## src/rtl/bss_pkg.sv

```systemverilog
// Shared types for the bus strobe sequencer.
// Assumes: a data access always occupies exactly two machine cycles.
package bss_pkg;

    // Kind of the current machine cycle.
    typedef enum logic [1:0] {
        MC_FETCH = 2'd0,   // two code fetches
        MC_DADDR = 2'd1,   // one fetch, then data address out
        MC_DXFER = 2'd2    // data transfer, then one fetch
    } mc_mode_e;

    // Strobe bundle produced by the decoder.
    typedef struct packed {
        logic ale;
        logic psen_n;
        logic rd_n;
        logic wr_n;
    } strobe_t;

endpackage

```

## src/rtl/bss_phase_gen.sv

```systemverilog
// Divides the oscillator by two into phases and counts states.
// Assumes STATES >= 4 and even; state 0 phase 0 is the first clock of a cycle.
module bss_phase_gen #(
    parameter int STATES = 6,
    localparam int SW = $clog2(STATES)
) (
    input  logic          clk,
    input  logic          rst_n,
    output logic [SW-1:0] state,
    output logic          phase,
    output logic          last_tick
);
    localparam logic [SW-1:0] LAST_S = SW'(STATES - 1);

    // Divide-by-two phase toggle and state advance on the second phase.
    always_ff @(posedge clk) begin
        if (!rst_n) begin
            phase <= 1'b0;
            state <= '0;
        end else begin
            phase <= ~phase;
            if (phase) begin
                state <= (state == LAST_S) ? '0 : state + SW'(1);
            end
        end
    end

    // Marks the final clock of the machine cycle.
    always_comb begin
        last_tick = rst_n && phase && (state == LAST_S);
    end
endmodule

```

## src/rtl/bss_cycle_ctrl.sv

```systemverilog
// Chooses the kind of each machine cycle and latches accepted data requests.
// Assumes the requester holds data_req and its fields until data_ack.
module bss_cycle_ctrl
    import bss_pkg::*;
#(
    parameter int DW = 8,
    localparam int AW = 2 * DW
) (
    input  logic          clk,
    input  logic          rst_n,
    input  logic          last_tick,
    input  logic          data_req,
    input  logic          data_wide,
    input  logic          data_write,
    input  logic [AW-1:0] data_addr,
    input  logic [DW-1:0] data_wdata,
    output mc_mode_e      mode,
    output logic [AW-1:0] acc_addr,
    output logic [DW-1:0] acc_wdata,
    output logic          acc_wide,
    output logic          acc_write,
    output logic          data_ack
);
    logic accept;

    // Acceptance: cycle boundary, not inside the address cycle of an access.
    always_comb begin
        accept   = rst_n && last_tick && data_req && (mode != MC_DADDR);
        data_ack = accept;
    end

    // Advance the cycle kind at each cycle boundary.
    always_ff @(posedge clk) begin
        if (!rst_n) begin
            mode <= MC_FETCH;
        end else if (last_tick) begin
            if (mode == MC_DADDR) begin
                mode <= MC_DXFER;
            end else begin
                mode <= accept ? MC_DADDR : MC_FETCH;
            end
        end
    end

    // Hold the request fields for the whole access.
    always_ff @(posedge clk) begin
        if (!rst_n) begin
            acc_addr  <= '0;
            acc_wdata <= '0;
            acc_wide  <= 1'b0;
            acc_write <= 1'b0;
        end else if (accept) begin
            acc_addr  <= data_addr;
            acc_wdata <= data_wdata;
            acc_wide  <= data_wide;
            acc_write <= data_write;
        end
    end
endmodule

```

## src/rtl/bss_strobe_dec.sv

```systemverilog
// Decodes state and cycle kind into the four bus strobes.
// Assumes STATES even; the first half of a cycle is states 0..STATES/2-1.
module bss_strobe_dec
    import bss_pkg::*;
#(
    parameter int STATES = 6,
    localparam int SW = $clog2(STATES)
) (
    input  logic          rst_n,
    input  mc_mode_e      mode,
    input  logic [SW-1:0] state,
    input  logic          ext_code,
    input  logic          acc_write,
    output strobe_t       strb
);
    localparam logic [SW-1:0] HALF_S = SW'(STATES / 2);
    localparam logic [SW-1:0] ONE_S  = SW'(1);

    logic ale_lo, ale_hi, ps_lo, ps_hi, xfer;

    // Strobe windows; the data cycles drop selected fetch windows.
    always_comb begin
        ale_lo = (state == '0) && (mode != MC_DXFER);
        ale_hi = (state == HALF_S);
        ps_lo  = (state >= ONE_S) && (state < HALF_S) && (mode != MC_DXFER);
        ps_hi  = (state > HALF_S) && (mode != MC_DADDR);
        xfer   = (mode == MC_DXFER) && (state < HALF_S);

        strb.ale    = rst_n && (ale_lo || ale_hi);
        strb.psen_n = !(rst_n && ext_code && (ps_lo || ps_hi));
        strb.rd_n   = !(rst_n && xfer && !acc_write);
        strb.wr_n   = !(rst_n && xfer && acc_write);
    end
endmodule

```

## src/rtl/bss_port_mux.sv

```systemverilog
// Selects the low and high port values and captures read data.
// Assumes the low port is half the address width.
module bss_port_mux
    import bss_pkg::*;
#(
    parameter int DW     = 8,
    parameter int STATES = 6,
    localparam int AW = 2 * DW,
    localparam int SW = $clog2(STATES)
) (
    input  logic          clk,
    input  logic          rst_n,
    input  mc_mode_e      mode,
    input  logic [SW-1:0] state,
    input  logic          phase,
    input  logic          ale,
    input  logic          ext_code,
    input  logic [AW-1:0] fetch_addr,
    input  logic [DW-1:0] p2_reg,
    input  logic [AW-1:0] acc_addr,
    input  logic [DW-1:0] acc_wdata,
    input  logic          acc_wide,
    input  logic          acc_write,
    input  logic [DW-1:0] p0_in,
    output logic [DW-1:0] p0_out,
    output logic          p0_oe,
    output logic [DW-1:0] p2_out,
    output logic [DW-1:0] rd_data,
    output logic          rd_valid
);
    localparam logic [SW-1:0] HALF_S = SW'(STATES / 2);
    localparam logic [SW-1:0] CAP_S  = SW'(STATES / 2 - 1);

    logic data_phase, in_xfer, data_ale, capture;
    logic [DW-1:0] hi_data;

    // Window flags for the data part of an access.
    always_comb begin
        data_ale   = (mode == MC_DADDR) && (state == HALF_S);
        in_xfer    = (mode == MC_DXFER) && (state < HALF_S);
        data_phase = ((mode == MC_DADDR) && (state >= HALF_S)) || in_xfer;
        hi_data    = acc_wide ? acc_addr[AW-1:DW] : p2_reg;
        capture    = rst_n && in_xfer && !acc_write && phase && (state == CAP_S);
    end

    // High port source selection.
    always_comb begin
        if (data_phase) begin
            p2_out = hi_data;
        end else if (ext_code) begin
            p2_out = fetch_addr[AW-1:DW];
        end else begin
            p2_out = p2_reg;
        end
    end

    // Low port: address, write data or released.
    always_comb begin
        p0_oe  = 1'b0;
        p0_out = '0;
        if (!rst_n) begin
            p0_oe = 1'b0;
        end else if (data_ale) begin
            p0_oe  = 1'b1;
            p0_out = acc_addr[DW-1:0];
        end else if (in_xfer) begin
            p0_oe  = acc_write;
            p0_out = acc_write ? acc_wdata : '0;
        end else if (ale && ext_code) begin
            p0_oe  = 1'b1;
            p0_out = fetch_addr[DW-1:0];
        end
    end

    // Capture read data at the last clock of the read window.
    always_ff @(posedge clk) begin
        if (!rst_n) begin
            rd_data  <= '0;
            rd_valid <= 1'b0;
        end else begin
            rd_valid <= capture;
            if (capture) begin
                rd_data <= p0_in;
            end
        end
    end
endmodule

```

## src/rtl/bus_strobe_seq.sv

```systemverilog
// Top of the multiplexed external bus strobe sequencer.
// Assumes the clock is the oscillator and reset is synchronous, active low.
module bus_strobe_seq
    import bss_pkg::*;
#(
    parameter int DW     = 8,
    parameter int STATES = 6,
    localparam int AW = 2 * DW,
    localparam int SW = $clog2(STATES)
) (
    input  logic          clk,
    input  logic          rst_n,
    input  logic          ext_code,
    input  logic [AW-1:0] fetch_addr,
    input  logic [DW-1:0] p2_reg,
    input  logic          data_req,
    input  logic          data_wide,
    input  logic          data_write,
    input  logic [AW-1:0] data_addr,
    input  logic [DW-1:0] data_wdata,
    input  logic [DW-1:0] p0_in,
    output logic          data_ack,
    output logic          ale,
    output logic          psen_n,
    output logic          rd_n,
    output logic          wr_n,
    output logic [DW-1:0] p0_out,
    output logic          p0_oe,
    output logic [DW-1:0] p2_out,
    output logic [DW-1:0] rd_data,
    output logic          rd_valid
);
    logic [SW-1:0] state;
    logic          phase, last_tick;
    mc_mode_e      mode;
    logic [AW-1:0] acc_addr;
    logic [DW-1:0] acc_wdata;
    logic          acc_wide, acc_write;
    strobe_t       strb;

    bss_phase_gen #(.STATES(STATES)) u_phase (
        .clk(clk), .rst_n(rst_n), .state(state), .phase(phase),
        .last_tick(last_tick)
    );

    bss_cycle_ctrl #(.DW(DW)) u_ctrl (
        .clk(clk), .rst_n(rst_n), .last_tick(last_tick),
        .data_req(data_req), .data_wide(data_wide), .data_write(data_write),
        .data_addr(data_addr), .data_wdata(data_wdata), .mode(mode),
        .acc_addr(acc_addr), .acc_wdata(acc_wdata), .acc_wide(acc_wide),
        .acc_write(acc_write), .data_ack(data_ack)
    );

    bss_strobe_dec #(.STATES(STATES)) u_dec (
        .rst_n(rst_n), .mode(mode), .state(state), .ext_code(ext_code),
        .acc_write(acc_write), .strb(strb)
    );

    bss_port_mux #(.DW(DW), .STATES(STATES)) u_mux (
        .clk(clk), .rst_n(rst_n), .mode(mode), .state(state), .phase(phase),
        .ale(strb.ale), .ext_code(ext_code), .fetch_addr(fetch_addr),
        .p2_reg(p2_reg), .acc_addr(acc_addr), .acc_wdata(acc_wdata),
        .acc_wide(acc_wide), .acc_write(acc_write), .p0_in(p0_in),
        .p0_out(p0_out), .p0_oe(p0_oe), .p2_out(p2_out),
        .rd_data(rd_data), .rd_valid(rd_valid)
    );

    // Strobe outputs from the decoder bundle.
    always_comb begin
        ale    = strb.ale;
        psen_n = strb.psen_n;
        rd_n   = strb.rd_n;
        wr_n   = strb.wr_n;
    end
endmodule

```

## config.mk

```make
export PLATFORM = sky130hd
export DESIGN_NAME = bus_strobe_seq
export DESIGN_NICKNAME = d
export VERILOG_FILES = /design/src/rtl/bss_pkg.sv /design/src/rtl/bss_phase_gen.sv /design/src/rtl/bss_cycle_ctrl.sv /design/src/rtl/bss_strobe_dec.sv /design/src/rtl/bss_port_mux.sv /design/src/rtl/bus_strobe_seq.sv
export SDC_FILE = /design/constraint.sdc
export NUM_CORES = 1
export LEC_CHECK = 0
export ABC_AREA = 1
export BUFFER_PORTS_ARGS = -buffer_cell sky130_fd_sc_hd__buf_2
export CAP_MARGIN = 40
export CORE_MARGIN = 1
export CORE_UTILIZATION = 48
export DETAILED_ROUTE_END_ITERATION = 12
export GPL_TIMING_DRIVEN = 0
export PLACE_DENSITY = 0.85
export SYNTH_ARGS = -nofsm -noshare
export SYNTH_HDL_FRONTEND = slang
export SYNTH_SLANG_ARGS = --single-unit
```

## constraint.sdc

```tcl
create_clock -name clk -period 2.05 [get_ports clk]
set_input_delay 0.41 -clock clk [delete_from_list [all_inputs] [get_ports clk]]
set_output_delay 0.41 -clock clk [all_outputs]
set_load 0.05 [all_outputs]
```

==> results of run 1 <==
worst min-delay path, stage by stage:
cell and delay [ns]:
buf_2 0.10, nand2_2 0.06, a21oi_2 0.04
registers in the layout (all words and copies together), names as in the netlist:
register	cells
u_ctrl.acc_wide	1
u_mux.rd_valid	1
u_ctrl.acc_wdata	8
u_mux.rd_data	8
u_ctrl.acc_write	1
u_ctrl.acc_addr	16
u_ctrl.mode	2
u_phase.state	3
u_phase.phase	1
cells in the final DEF (no fill, tap or decap), drive strengths merged:
cell type	instances
inv	31
nor2	14
nand2	121
clkinv	1
clkbuf	16
o31ai	1
nand3	18
nand4	1
ha	1
clkdlybuf4s15	1
a21oi	46
dfxtp	41
a22oi	1
buf	112
o21ai	36
report_power, final:
part / total [mW] / internal, mW / switching (mW)
Sequential: 0.804 / 0.798 / 0.00535
Combinational: 0.342 / 0.131 / 0.212
Clock: 0.540 / 0.267 / 0.273
kinds of logic (layout without fill, tap and decap cells):
| logic type | Yosys count | in the layout | synth area share (%) |
|---|---|---|---|
| adders and majority gates | 1 | 1 | 0.571 |
| and+or+nand+nor | 152 | 154 | 31.0 |
| DFF | 41 | 41 | 37.5 |
| AOI/OAI and AO/OA | 84 | 84 | 21.0 |
| buffers and inverters | 48 | 161 | 9.94 |
timing repair:
action                                  CTS  global route
pin swaps                                12             9
buffers inserted                         10             4
gates cloned                              3             0
endpoints found under the setup margin   20            21
gates resized for setup                 102            25
worst min-delay path by stage:
| stage | endpoint | slack, ns | startpoint | depth (start not counted) |
|---|---|---|---|---|
| global route | u_ctrl.acc_addr[14] | 0.36 | data_addr[14] | 3 |
| detailed placement | u_mux.rd_data[3] | 0.46 | u_mux.rd_data[3] | 2 |
| finish | u_ctrl.acc_addr[14] | 0.35 | data_addr[14] | 3 |
| CTS | u_ctrl.acc_addr[5] | 0.36 | data_addr[5] | 3 |
| floorplan | u_ctrl.acc_addr[0] | 0.44 | u_ctrl.acc_addr[0] | 2 |
| global placement | u_mux.rd_data[6] | 0.45 | u_mux.rd_data[6] | 2 |
layout make-up:
type	count	area, µm²	share of cell area (%)
repair buffers	107	724	21.1
plain buffers	15	125	3.65
flip-flops and latches	41	835	24.3
clock buffers	7	86.3	2.52
well taps	52	65.1	1.90
inverters	32	135	3.94
multi-input cells	239	1460	42.5
layer usage:
layer | global-route usage (%) | wire length, µm | up-vias
li1 | - | - | 1278
met1 | 35.5 | 2790 | 1262
met2 | 52.1 | 3860 | 127
met3 | 5.38 | 425 | 34
met4 | 16.8 | 269 | 0
met5 | 0 | 0 | -
==> results.sh, run 1 <==
export IMPL_drive_gt1_share_pct=46.5
export IMPL_syn_nets=389
export IMPL_async_reset_ff_share_pct=0
export IMPL_place_inst=470
export IMPL_num_io_pins=93
export IMPL_start_kind="register"
export IMPL_yosys_area_top_type="dfxtp_1"
export IMPL_period_share_pct=108
export IMPL_slew_headroom_pct=64.6
export IMPL_crit_family="buffers and inverters"
export IMPL_stdcell_count=493
export IMPL_synth_most_common_cell="nand2_1"
export IMPL_cp_num_buf_inv=6
export IMPL_cp_endpoint="p0_out[3]"
export IMPL_leakage_nw=1.44
export IMPL_synth_area_mm2=0.00219
export IMPL_synth_distinct_cells=25
export IMPL_portBuffers=92
export IMPL_dpl_instance_area_mm2=0.00281
export IMPL_hold_slack_ns=0.348
export IMPL_crit_chain="nand2_4 -> inv_4 -> ha_4 -> inv_4 -> nor2_4 -> inv_4 -> buf_12 -> buf_12 -> o21ai_4 -> a21oi_4 -> buf_6"
export IMPL_dpl_hpwl_mm=4.38
export IMPL_irDropWorstVdd_uv=419
export IMPL_crit_cells=11
export IMPL_fin_tns_setup_ns=-1.18
export IMPL_required_ns=1.64
export IMPL_final_cell_area_mm2=0.00343
export IMPL_drc_errors=0
export IMPL_clkSinkCount=41
export IMPL_dr_pass1_iters=6
export IMPL_ys_top_cells_by_area="dfxtp_1 (37%), nand2_1 (19%), a21oi_1 (8.5%)"
export IMPL_vias_per_cell=5.48
export IMPL_total_power_mw=1.69
export IMPL_area_growth_pct=56.6
export IMPL_critPathMostFrequentCell="inv_4"
export IMPL_regToRegEndpoint="u_ctrl.acc_wdata[4]"
export IMPL_synth_top_area_share_pct=37.5
export IMPL_fin_ws_ns=-0.157
export IMPL_dpl_worst_slack_ns=-0.326
export IMPL_ys_seq_elements=41
export IMPL_die_area_mm2=0.00484
export IMPL_grt_max_degree=13
export IMPL_clock_fmax_ghz=0.453
export IMPL_grt_pass1_vias=2706
export IMPL_clk_path_buf_depth=2
export IMPL_cellPowerDensity_mw_per_mm2=492
export IMPL_setup_viol=14
export IMPL_final_nets=504
export IMPL_synth_commonest_cells="nand2_1 (108), dfxtp_1 (41), a21oi_1 (37)"
export IMPL_wirelength_mm=7.34
export IMPL_worstSetupStartpoint="u_phase.state[0]"
export IMPL_ys_flop_type="dfxtp_1"
export IMPL_arrival_ns=1.80
export IMPL_cts_tree="yes"
export IMPL_numCtsBuffers=5
export IMPL_yosysWarnings=0
export IMPL_antenna_found_initial=0
export IMPL_nFillCells=279
export IMPL_grt_pass1_wl_mm=11.8
export IMPL_clkTransAtPathRegs_ns=0.08
export IMPL_first_iter_violations=205
export IMPL_htree_levels=2
export IMPL_tightest_slew_ns=0.532
export IMPL_status="finished with violations"
export IMPL_fp_coreArea_mm2=0.00438
export IMPL_wl_per_cell_um=14.9
export IMPL_crit_slowest_cell="dfxtp_4"
export IMPL_violations="negative setup slack"
export IMPL_diodes=0
export IMPL_synth_area_per_cell_um2=6.72
export IMPL_rsz0062_at_grt="yes"
export IMPL_holdCritPathClass="in2reg"
export IMPL_routed_via_count=2701
export IMPL_grt_use_total_pct=30.3
export IMPL_ff2ff_path_depth=8
export IMPL_clk_latency_ns=0.30
export IMPL_r2r_slack_ns=0.36
export IMPL_slew_viol_final=0
export IMPL_crit_reg2reg_launch="u_phase.state[0]"
export IMPL_crit_fanout=5
export IMPL_finalHoldViolations=0
export IMPL_row_count=24
export IMPL_fin_skew_ns=0.00628
export IMPL_synth_seq_area_share_pct=37.5
export IMPL_die_h_um=69.5
export IMPL_cpPeakStageDelay_ns=0.37
export IMPL_root_buffer="clkbuf_8"
export IMPL_final_antenna_net_count=0
export IMPL_hold_buffers=0
export IMPL_synthCells=326
export IMPL_fin_crit_ns=2.21
export IMPL_utilization_pct=78.2
export IMPL_maxCapViolations=0
export IMPL_die_x_um=69.5
export IMPL_grt_overflow=0
export IMPL_synth_edf_count=0
export IMPL_crit_type="reg2out"
export IMPL_start_util_pct=49.9
export IMPL_place_gp_congestion=0.872
export IMPL_worst_setup_path_end_kind="primary output"
Power figures use the tool's default switching activity.
==> run 2: changes to the inputs <==
--- a/config.mk
+++ b/config.mk
@@ -8,6 +8,7 @@
 export ABC_AREA = 1
 export BUFFER_PORTS_ARGS = -buffer_cell sky130_fd_sc_hd__buf_2
 export CAP_MARGIN = 40
+export CORE_ASPECT_RATIO = 1.1
 export CORE_MARGIN = 1
 export CORE_UTILIZATION = 48
 export DETAILED_ROUTE_END_ITERATION = 12
==> results.sh, run 2 (synthesized netlist as in run 1, its figures left out) <==
export IMPL_hold_slack_ns=0.347
export IMPL_drive_gt1_share_pct=44.6
export IMPL_drc_errors=0
export IMPL_root_buffer="clkbuf_8"
export IMPL_start_util_pct=50.4
export IMPL_wl_per_cell_um=14.0
export IMPL_clkSinkCount=41
export IMPL_arrival_ns=1.79
export IMPL_row_count=25
export IMPL_vias_per_cell=5.27
export IMPL_leakage_nw=1.39
export IMPL_cellPowerDensity_mw_per_mm2=506
export IMPL_violations="negative setup slack"
export IMPL_period_share_pct=107
export IMPL_mostFrequentLayoutCell="nand2_1"
export IMPL_fin_crit_ns=2.20
export IMPL_required_ns=1.64
export IMPL_clock_fmax_ghz=0.454
export IMPL_fp_coreArea_mm2=0.00435
export IMPL_grt_pass1_vias=2307
export IMPL_num_io_pins=93
export IMPL_die_area_mm2=0.00484
export IMPL_final_cell_mix="nand2_1 (99), buf_2 (73), dfxtp_1 (38)"
export IMPL_slew_headroom_pct=53.9
export IMPL_wirelength_mm=6.87
export IMPL_irDropWorstVdd_uv=528
export IMPL_top_register="u_ctrl.acc_addr"
export IMPL_tightest_slew_ns=0.691
export IMPL_dr_pass1_iters=4
export IMPL_grt_use_total_pct=27.3
export IMPL_status="finished with violations"
export IMPL_clkTransAtPathRegs_ns=0.08
export IMPL_grt_overflow=0
export IMPL_hold_buffers=0
export IMPL_cts_tree="yes"
export IMPL_dpl_instance_area_mm2=0.00281
export IMPL_place_inst=472
export IMPL_worst_setup_path_end_kind="primary output"
export IMPL_final_antenna_net_count=0
export IMPL_grt_max_degree=13
export IMPL_fin_tns_setup_ns=-1.31
export IMPL_ff2ff_path_depth=7
export IMPL_crit_fanout=8
export IMPL_diodes=0
export IMPL_dpl_worst_slack_ns=-0.336
export IMPL_die_h_um=72.8
export IMPL_grt_pass1_wl_mm=10.0
export IMPL_first_iter_violations=145
export IMPL_crit_reg2reg_launch="u_ctrl.mode[1]"
export IMPL_die_x_um=66.4
export IMPL_slew_viol_final=0
export IMPL_maxCapViolations=0
export IMPL_largest_register_ffs=16
export IMPL_final_cell_area_mm2=0.00331
export IMPL_hold_start="data_wdata[5]"
export IMPL_numCtsBuffers=5
export IMPL_antenna_found_initial=0
export IMPL_clk_path_buf_depth=2
export IMPL_reg_largest_list="u_ctrl.acc_addr: 16 flops, u_ctrl.acc_wdata: 8 flops, u_mux.rd_data: 8 flops"
export IMPL_rsz0062_at_grt="yes"
export IMPL_dpl_hpwl_mm=4.37
export IMPL_fin_ws_ns=-0.154
export IMPL_place_gp_congestion=0.840
export IMPL_clk_latency_ns=0.30
export IMPL_setup_viol=17
export IMPL_finalHoldViolations=0
export IMPL_whs_path_depth=3
export IMPL_stdcell_count=491
export IMPL_area_growth_pct=51.1
export IMPL_final_nets=500
export IMPL_holdPathEnd="u_ctrl.acc_wdata[5]"
export IMPL_htree_levels=2
export IMPL_start_kind="register"
export IMPL_routed_via_count=2589
export IMPL_fin_skew_ns=0.00353
export IMPL_r2r_slack_ns=0.40
export IMPL_crit_type="reg2out"
export IMPL_regToRegEndpoint="u_ctrl.acc_wdata[3]"
export IMPL_portBuffers=92
export IMPL_holdCritPathClass="in2reg"
## run 2: cell types whose count changed in the layout (fill, tap and decap cells not counted), moves of 2 or more
cell / previous run / this run
dfxtp_2: 2 / 0
nand3_1: 12 / 14
inv_4: 4 / 2
buf_1: 0 / 2
dfxtp_1: 36 / 38
o21ai_4: 6 / 1
o21ai_1: 5 / 8
inv_2: 7 / 9
o21ai_2: 6 / 8
nand2_4: 4 / 2
buf_4: 13 / 11
## run 2: power breakdown
group	internal, mW	leakage (nW)	switching, mW
logic	0.125	1.01	0.199
registers	0.798	0.333	0.00590
clock network	0.266	0.0433	0.282
total	1.19	1.39	0.486
## run 2: through the flow
| step | power (mW) | util [%] |
|---|---|---|
| 3_5_place_dp | 1.09 | 64.7 |
| 3_3_place_gp | 1.08 | 64.7 |
| 5_1_grt | 1.73 | 76.1 |
| 4_1_cts | 1.65 | 72.6 |
| 2_1_floorplan | 0.986 | - |
| 6_report | 1.68 | 76.1 |
## run 2: layer usage
metal / track usage, % / share of wire [%] / vias up
met2: 48.2 / 51 / 131
met4: 11.3 / 3.4 / 0
li1: - / - / 1267
met1: 32.0 / 38 / 1166
met5: 0 / 0 / -
met3: 5.00 / 7.2 / 25
## run 2: worst max-delay path by stage
stage                                 from         to  slack, ns  cells past startpoint
after detailed placement  u_phase.state[1]  p0_out[2]      -0.34                     10
after floorplan           u_phase.state[1]  p2_out[0]      -0.19                      7
after global routing      u_phase.state[2]  p0_out[6]      -0.22                      9
final                     u_phase.state[1]  p0_out[4]      -0.15                     11
after global placement    u_phase.state[1]  p0_out[2]      -0.25                     10
after CTS                 u_phase.state[1]  p0_out[2]      -0.06                      6
## run 2: critical path, stage by stage, from the launching register on
cell and delay [ns]:
dfxtp_4 0.38, nand2_4 0.06, inv_2 0.06, ha_4 0.15
inv_6 0.05, nor2_4 0.14, inv_4 0.08, buf_6 0.12
nand2_2 0.08, inv_2 0.06, a21oi_4 0.15, buf_6 0.17
## run 2: area by class of cell
type | instances | area [µm²]
Buffer | 15 | 108
Clock buffer | 6 | 82.6
Clock inverter | 1 | 7.51
Fill cell | 302 | 1040
Inverter | 32 | 135
Multi-Input combinational cell | 238 | 1390
Sequential cell | 41 | 832
Tap cell | 54 | 67.6
Timing Repair Buffer | 104 | 689
## run 2: repair_timing
item                                   in CTS  in global routing
setup buffers                               7                  4
pin swaps                                   7                  5
resized for setup                          75                 37
cloned                                      2                  0
endpoints found under the hold margin       0                  0
setup endpoints to repair                  20                 19
